## src/rtl/ebus_arb_pkg.sv

```systemverilog
package ebus_arb_pkg;

  typedef enum logic [1:0] {
    XM_STEAL = 2'b00,
    XM_BURST = 2'b01,
    XM_BLOCK = 2'b10,
    XM_RSVD  = 2'b11
  } xfer_mode_e;

  typedef enum logic [2:0] {
    OWN_IDLE = 3'd0,
    OWN_REF  = 3'd1,
    OWN_EXT  = 3'd2,
    OWN_INT  = 3'd3,
    OWN_DMA  = 3'd4
  } owner_e;

endpackage

```

## src/rtl/ebus_dma_tracker.sv

```systemverilog
module ebus_dma_tracker
  import ebus_arb_pkg::*;
(
  input  logic       clk,
  input  logic       rst,
  input  logic       dma_owns,
  input  logic       dma_req,
  input  logic       rd_done,
  input  logic       wr_done,
  input  logic [1:0] mode,
  input  logic       last,
  input  logic       blk_end,
  input  logic       chan_sw,
  input  logic       give_up,
  output logic       pair_open,
  output logic       locked,
  output logic       boundary,
  output logic       release_pt
);

  xfer_mode_e mode_e;
  logic       mode_rel;

  assign mode_e = xfer_mode_e'(mode);

  // Which pair boundaries count as release points for the current mode
  always_comb begin
    case (mode_e)
      XM_BURST: mode_rel = last | give_up;
      XM_BLOCK: mode_rel = blk_end | give_up;
      default:  mode_rel = 1'b1;
    endcase
  end

  // A read has completed and its write has not
  always_ff @(posedge clk) begin
    if (rst)                      pair_open <= 1'b0;
    else if (dma_owns && wr_done) pair_open <= 1'b0;
    else if (dma_owns && rd_done) pair_open <= 1'b1;
  end

  assign boundary   = dma_owns & wr_done;
  assign locked     = dma_owns & ((pair_open & ~wr_done) | (rd_done & ~wr_done));
  assign release_pt = dma_owns & ((boundary & (mode_rel | chan_sw)) | (~dma_req & ~locked));

  // a write-done always closes the pair
  p_pair_close_r6: assert property (@(posedge clk) disable iff (rst)
    (dma_owns && wr_done) |=> !pair_open);

  // a read-done opens a pair unless the write also completes
  p_pair_open_r6: assert property (@(posedge clk) disable iff (rst)
    (dma_owns && rd_done && !wr_done) |=> pair_open);

endmodule

```

## src/rtl/ebus_int_pick.sv

```systemverilog
module ebus_int_pick #(
  parameter int NUM_INT = 4
) (
  input  logic [NUM_INT-1:0] req,
  output logic [NUM_INT-1:0] pick,
  output logic               any
);

  logic [NUM_INT:0] seen;

  assign seen[0] = 1'b0;

  // Fixed ranking: a bit wins only if no lower-indexed bit is requesting
  for (genvar i = 0; i < NUM_INT; i++) begin : g_rank
    assign pick[i]   = req[i] & ~seen[i];
    assign seen[i+1] = seen[i] | req[i];
  end

  assign any = seen[NUM_INT];

  // the pick is a single master, and present whenever any request is
  always_comb begin
    p_pick_onehot_r4: assert ($onehot0(pick));
    p_pick_any_r4: assert ((|pick) == any);
  end

endmodule

```

## src/rtl/ebus_grant_ctrl.sv

```systemverilog
module ebus_grant_ctrl
  import ebus_arb_pkg::*;
#(
  parameter int NUM_INT = 4
) (
  input  logic               clk,
  input  logic               rst,
  input  logic               ref_req,
  input  logic               ext_req,
  input  logic [NUM_INT-1:0] int_req,
  input  logic               dma_req,
  input  logic [NUM_INT-1:0] int_pick,
  input  logic               int_any,
  input  logic               boundary,
  input  logic               release_pt,
  input  logic               locked,
  output logic               gnt_ref,
  output logic               gnt_ext,
  output logic [NUM_INT-1:0] gnt_int,
  output logic               gnt_dma
);

  owner_e             own_q, own_d;
  logic [NUM_INT-1:0] isel_q, isel_d;
  logic               hold_q, hold_d;
  logic               free, insert, int_keep;

  assign int_keep = |(int_req & isel_q);

  // The bus is free once the current holder reaches its hand-over point
  always_comb begin
    case (own_q)
      OWN_IDLE: free = 1'b1;
      OWN_REF:  free = ~ref_req;
      OWN_EXT:  free = ~ext_req;
      OWN_INT:  free = ~int_keep;
      OWN_DMA:  free = release_pt;
      default:  free = 1'b1;
    endcase
  end

  assign insert = (own_q == OWN_DMA) & boundary & ~release_pt & (ref_req | ext_req);

  always_comb begin
    own_d  = own_q;
    isel_d = isel_q;
    hold_d = hold_q;
    if (free) begin
      isel_d = '0;
      if (ref_req)               own_d = OWN_REF;
      else if (ext_req)          own_d = OWN_EXT;
      else if (hold_q && dma_req) own_d = OWN_DMA;
      else if (int_any) begin
        own_d  = OWN_INT;
        isel_d = int_pick;
      end
      else if (dma_req)          own_d = OWN_DMA;
      else                       own_d = OWN_IDLE;
    end else if (insert) begin
      own_d  = ref_req ? OWN_REF : OWN_EXT;
      hold_d = 1'b1;
    end
    if (own_d == OWN_DMA || !dma_req) hold_d = 1'b0;
  end

  always_ff @(posedge clk) begin
    if (rst) begin
      own_q   <= OWN_IDLE;
      isel_q  <= '0;
      hold_q  <= 1'b0;
      gnt_ref <= 1'b0;
      gnt_ext <= 1'b0;
      gnt_int <= '0;
      gnt_dma <= 1'b0;
    end else begin
      own_q   <= own_d;
      isel_q  <= isel_d;
      hold_q  <= hold_d;
      gnt_ref <= (own_d == OWN_REF);
      gnt_ext <= (own_d == OWN_EXT);
      gnt_int <= (own_d == OWN_INT) ? isel_d : '0;
      gnt_dma <= (own_d == OWN_DMA);
    end
  end

  p_idle_after_reset_r1: assert property (@(posedge clk)
    rst |=> (!gnt_ref && !gnt_ext && gnt_int == '0 && !gnt_dma));

  p_onehot_r2: assert property (@(posedge clk) disable iff (rst)
    $onehot0({gnt_ref, gnt_ext, gnt_int, gnt_dma}));

  p_ref_keeps_r5: assert property (@(posedge clk) disable iff (rst)
    (gnt_ref && ref_req) |=> gnt_ref);

  p_ext_keeps_r5: assert property (@(posedge clk) disable iff (rst)
    (gnt_ext && ext_req) |=> gnt_ext);

  p_midpair_r6: assert property (@(posedge clk) disable iff (rst)
    (gnt_dma && locked) |=> gnt_dma);

  p_int_waits_r12: assert property (@(posedge clk) disable iff (rst)
    (gnt_dma && !release_pt) |=> (gnt_int == '0));

  p_reclaim_r13: assert property (@(posedge clk) disable iff (rst)
    hold_q |-> (gnt_int == '0));

endmodule

```

## src/rtl/ebus_arbiter.sv

```systemverilog
module ebus_arbiter #(
  parameter int NUM_INT = 4
) (
  input  logic               clk,
  input  logic               rst,
  input  logic               ref_req,
  input  logic               ext_req,
  input  logic [NUM_INT-1:0] int_req,
  input  logic               dma_req,
  input  logic               dma_rd_done,
  input  logic               dma_wr_done,
  input  logic [1:0]         dma_mode,
  input  logic               dma_last,
  input  logic               dma_blk_end,
  input  logic               dma_chan_sw,
  input  logic               dma_give_up,
  output logic               gnt_ref,
  output logic               gnt_ext,
  output logic [NUM_INT-1:0] gnt_int,
  output logic               gnt_dma
);

  logic               pair_open, locked, boundary, release_pt;
  logic [NUM_INT-1:0] int_pick;
  logic               int_any;

  ebus_dma_tracker u_trk (
    .clk        (clk),
    .rst        (rst),
    .dma_owns   (gnt_dma),
    .dma_req    (dma_req),
    .rd_done    (dma_rd_done),
    .wr_done    (dma_wr_done),
    .mode       (dma_mode),
    .last       (dma_last),
    .blk_end    (dma_blk_end),
    .chan_sw    (dma_chan_sw),
    .give_up    (dma_give_up),
    .pair_open  (pair_open),
    .locked     (locked),
    .boundary   (boundary),
    .release_pt (release_pt)
  );

  ebus_int_pick #(.NUM_INT(NUM_INT)) u_pick (
    .req  (int_req),
    .pick (int_pick),
    .any  (int_any)
  );

  ebus_grant_ctrl #(.NUM_INT(NUM_INT)) u_ctrl (
    .clk        (clk),
    .rst        (rst),
    .ref_req    (ref_req),
    .ext_req    (ext_req),
    .int_req    (int_req),
    .dma_req    (dma_req),
    .int_pick   (int_pick),
    .int_any    (int_any),
    .boundary   (boundary),
    .release_pt (release_pt),
    .locked     (locked),
    .gnt_ref    (gnt_ref),
    .gnt_ext    (gnt_ext),
    .gnt_int    (gnt_int),
    .gnt_dma    (gnt_dma)
  );

  // an open pair means the DMA engine must be the holder
  p_pair_owner_r6: assert property (@(posedge clk) disable iff (rst)
    pair_open |-> gnt_dma);

endmodule

```

## config.mk

```make
export PLATFORM = sky130hd
export DESIGN_NAME = ebus_arbiter
export DESIGN_NICKNAME = d
export VERILOG_FILES = /design/src/rtl/ebus_arb_pkg.sv /design/src/rtl/ebus_dma_tracker.sv /design/src/rtl/ebus_int_pick.sv /design/src/rtl/ebus_grant_ctrl.sv /design/src/rtl/ebus_arbiter.sv
export SDC_FILE = /design/constraint.sdc
export NUM_CORES = 1
export LEC_CHECK = 0
export CAP_MARGIN = 20
export CORE_ASPECT_RATIO = 1.25
export CORE_MARGIN = 10
export CORE_UTILIZATION = 40
export CTS_CLUSTER_DIAMETER = 40
export DETAILED_ROUTE_END_ITERATION = 12
export PLACE_DENSITY = 0.71
export SETUP_SLACK_MARGIN = 0.2
export SLEW_MARGIN = 40
export SYNTH_ARGS = -nofsm -noshare
export SYNTH_HDL_FRONTEND = slang
export SYNTH_SLANG_ARGS = --single-unit
```

## constraint.sdc

```tcl
create_clock -name clk -period 2.02 [get_ports clk]
set_input_delay 0.303 -clock clk [delete_from_list [all_inputs] [get_ports clk]]
set_output_delay 0.303 -clock clk [all_outputs]
set_load 0.02 [all_outputs]
```

==> results.ini <==
[timing]
fin_setup_tns_ps=0
rsz0062_at_grt=yes
setup_viol=0
relSlewSlack=0.756
finalMaxSlewViolations=0
holdWs_ps=526
tightest_slew_ps=361
fmax_mhz=549
fin_crit_sh=0.901
fin_worst_skew_ps=3.28
fin_crit_ps=1820
fin_ws_ps=199
hold_viol=0

[worst_setup_path]
cpPeakStageDelay_ps=420
start_kind=flip-flop
crit_chain=or3b_4, a31oi_1, a22oi_4, mux2_4, and4b_1
worstPathMaxFanout=5
critPathCaptureType=flip-flop
worstSetupPathType=flip-flop to flip-flop
r2r_slack_ps=200
slowest_stage=or3b_4
cp.required_ps=2220
crit_arrival_ps=2020

[logic_synthesis]
synth_top_flop_cell=dfxtp_1
ys_async_sr_fraction=0
synth_area_leaders=dfxtp_1 39%, mux2i_1 6.2%, nor2_1 4.6%
synth-seq-area-share=0.394
syn_area_um2=813
synthDistinctLibCells=37
synth_edf_count=0
ys_ff_latch=16
ys_warn_count=0
syn_nets=107
netlist.top_cell.by_area=dfxtp_1
syn_area_per_cell_um2=9.14
synth_top_cell_area_share=0.394
syn_inst=89

[pwr]
leakage_nw=0.548
combPwrFrac=0.261
sw_frac_of_total=0.269
p_switching_uw=201
p_seq_frac=0.445
powerDensity_nw_per_um2=562
power_frac_clock=0.294
power_uw=748
max-vdd-ir-drop_mv=0.495
power.internal_uw=547

[cts]
cts_root_buf=clkbuf_4
cts_buffer_depth=2
clk_latency_ps=300
cts_made_buffers=3
cts_tree=built
cts_max_level=1
cts_sinks=16
clk_pin_slew_worst_paths_ps=100
holdBufCountCts=0

[detailed_routing]
vias=835
routed_via_density=5.35
drc=0
postRouteAntennaNets=0
drt-initial-drc-count=6
first_pass_iters=4
routed_wl_um=2340
post_drt_wl_per_cell_um=15.0

[floorplan]
io_pins=24
dieArea_um2=4250
rows=18
die_w_um=60.3
start_util=0.415
core_um2=1960
die_h_um=70.4

[finish]
final_cells=156
syn2layout_area_growth_pct=63.7
nets=155
layout_commonest_cell=buf_4
drive_above_1_share=0.360
multiInputGateArea_um2=539
diodes=0
stdcell_area_um2=1330
mostFrequentLayoutCells=22 x buf_4, 15 x clkdlybuf4s50_1, 15 x dfxtp_1
register_area_um2=322
nFillCells=164
final_util=0.679

[global_route]
grt_use_total=0.107
grt_overflow_total=0
grt_max_degree=12
grt_pass1_vias=830
grt_pass1_wl_um=3620
antenna_found_initial=0

[worst_hold_path]
hold_path.class=flip-flop to flip-flop

[placed_design]
dpl_cell_area_um2=1230
place.gp.congestion=0.893
post-place-ws_ps=-472
numPlacedInstances=148
port-buffer-count=23
hpwlAfterDp_um=1880

[status]
status=finished clean

[job]
maxCapViolCount=0

[power by group through the flow]
stage / Sequential [mW] / Clock [mW] / Combinational [mW]
floorplan: 0.343 / 0 / 0.0794
global placement: 0.339 / 0 / 0.175
detailed placement: 0.339 / 0 / 0.179
CTS: 0.333 / 0.224 / 0.190
global route: 0.334 / 0.233 / 0.210
finish: 0.333 / 0.220 / 0.195
[critical path: cells and delay by family (launching register included)]
kind               cells  cell delay (ps)
AOI/OAI and AO/OA      2              400
DFF                    1              360
muxes                  1              330
and+or+nand+nor        2              620
[worst paths after layout]
kind | depth (start not counted) | from | endpoint
worst min-delay path | 2 | u_trk.pair_open$_SDFFE_PP0P_ | u_trk.pair_open$_SDFFE_PP0P_
worst max-delay path | 5 | u_ctrl.own_q[2]$_SDFF_PP0_ | u_ctrl.gnt_ext$_SDFF_PP0_
worst max register to register | 5 | u_ctrl.own_q[2]$_SDFF_PP0_ | u_ctrl.gnt_ext$_SDFF_PP0_
worst min register to register | 2 | u_trk.pair_open$_SDFFE_PP0P_ | u_trk.pair_open$_SDFFE_PP0P_
[area by class of cell]
type | instances | area share
multi-input combinational | 66 | 0.405
timing repair buffer | 46 | 0.292
sequential | 16 | 0.242
clock buffer | 4 | 0.0273
tap | 20 | 0.0188
inverter | 4 | 0.0150
[registers in the layout, indices dropped and copies added, names as in the netlist]
name             flops
u_ctrl.own_q         3
u_ctrl.isel_q        4
u_ctrl.gnt_int       4
u_ctrl.gnt_ref       1
u_ctrl.gnt_ext       1
u_trk.pair_open      1
u_ctrl.hold_q        1
u_ctrl.gnt_dma       1
[cell families (layout without fill, tap and decap cells)]
family | after synthesis | after routing | share of synthesized area
DFF | 16 | 16 | 0.394
buffers and inverters | 7 | 54 | 0.0354
and+or+nand+nor | 36 | 36 | 0.254
muxes | 7 | 7 | 0.0938
adders and majority gates | 1 | 1 | 0.0154
AOI/OAI and AO/OA | 22 | 22 | 0.208
[routing by layer]
| layer | vias to the layer above | share of wire | GRT usage |
|---|---|---|---|
| met3 | 7 | 0.072 | 0.0362 |
| met1 | 379 | 0.38 | 0.108 |
| met2 | 22 | 0.53 | 0.185 |
| li1 | 427 | - | - |
| met5 | - | 0 | 0 |
| met4 | 0 | 0.025 | 0.0525 |
[Yosys cell counts (2+ instances only)]
| cell | n |
|---|---|
| dfxtp_1 | 16 |
| nor2_1 | 10 |
| mux2i_1 | 5 |
| nor3_1 | 5 |
| a21oi_1 | 4 |
| inv_1 | 4 |
| nand2_1 | 4 |
| o21ai_0 | 3 |
| a211oi_1 | 2 |
| a31oi_1 | 2 |
| and2_1 | 2 |
| and3_1 | 2 |
| and4b_1 | 2 |
| buf_2 | 2 |
| nand3_1 | 2 |
| nor4_1 | 2 |
| o211ai_1 | 2 |
[repair_timing]
item | in CTS | in global routing
setup endpoints to repair | 15 | 13
gates resized for setup | 22 | 4
hold endpoints to repair | 0 | 0
buffers inserted | 2 | 2
gates cloned | 0 | 0
pin swaps | 7 | 0
Note: power is estimated with default switching activity, not from simulation.
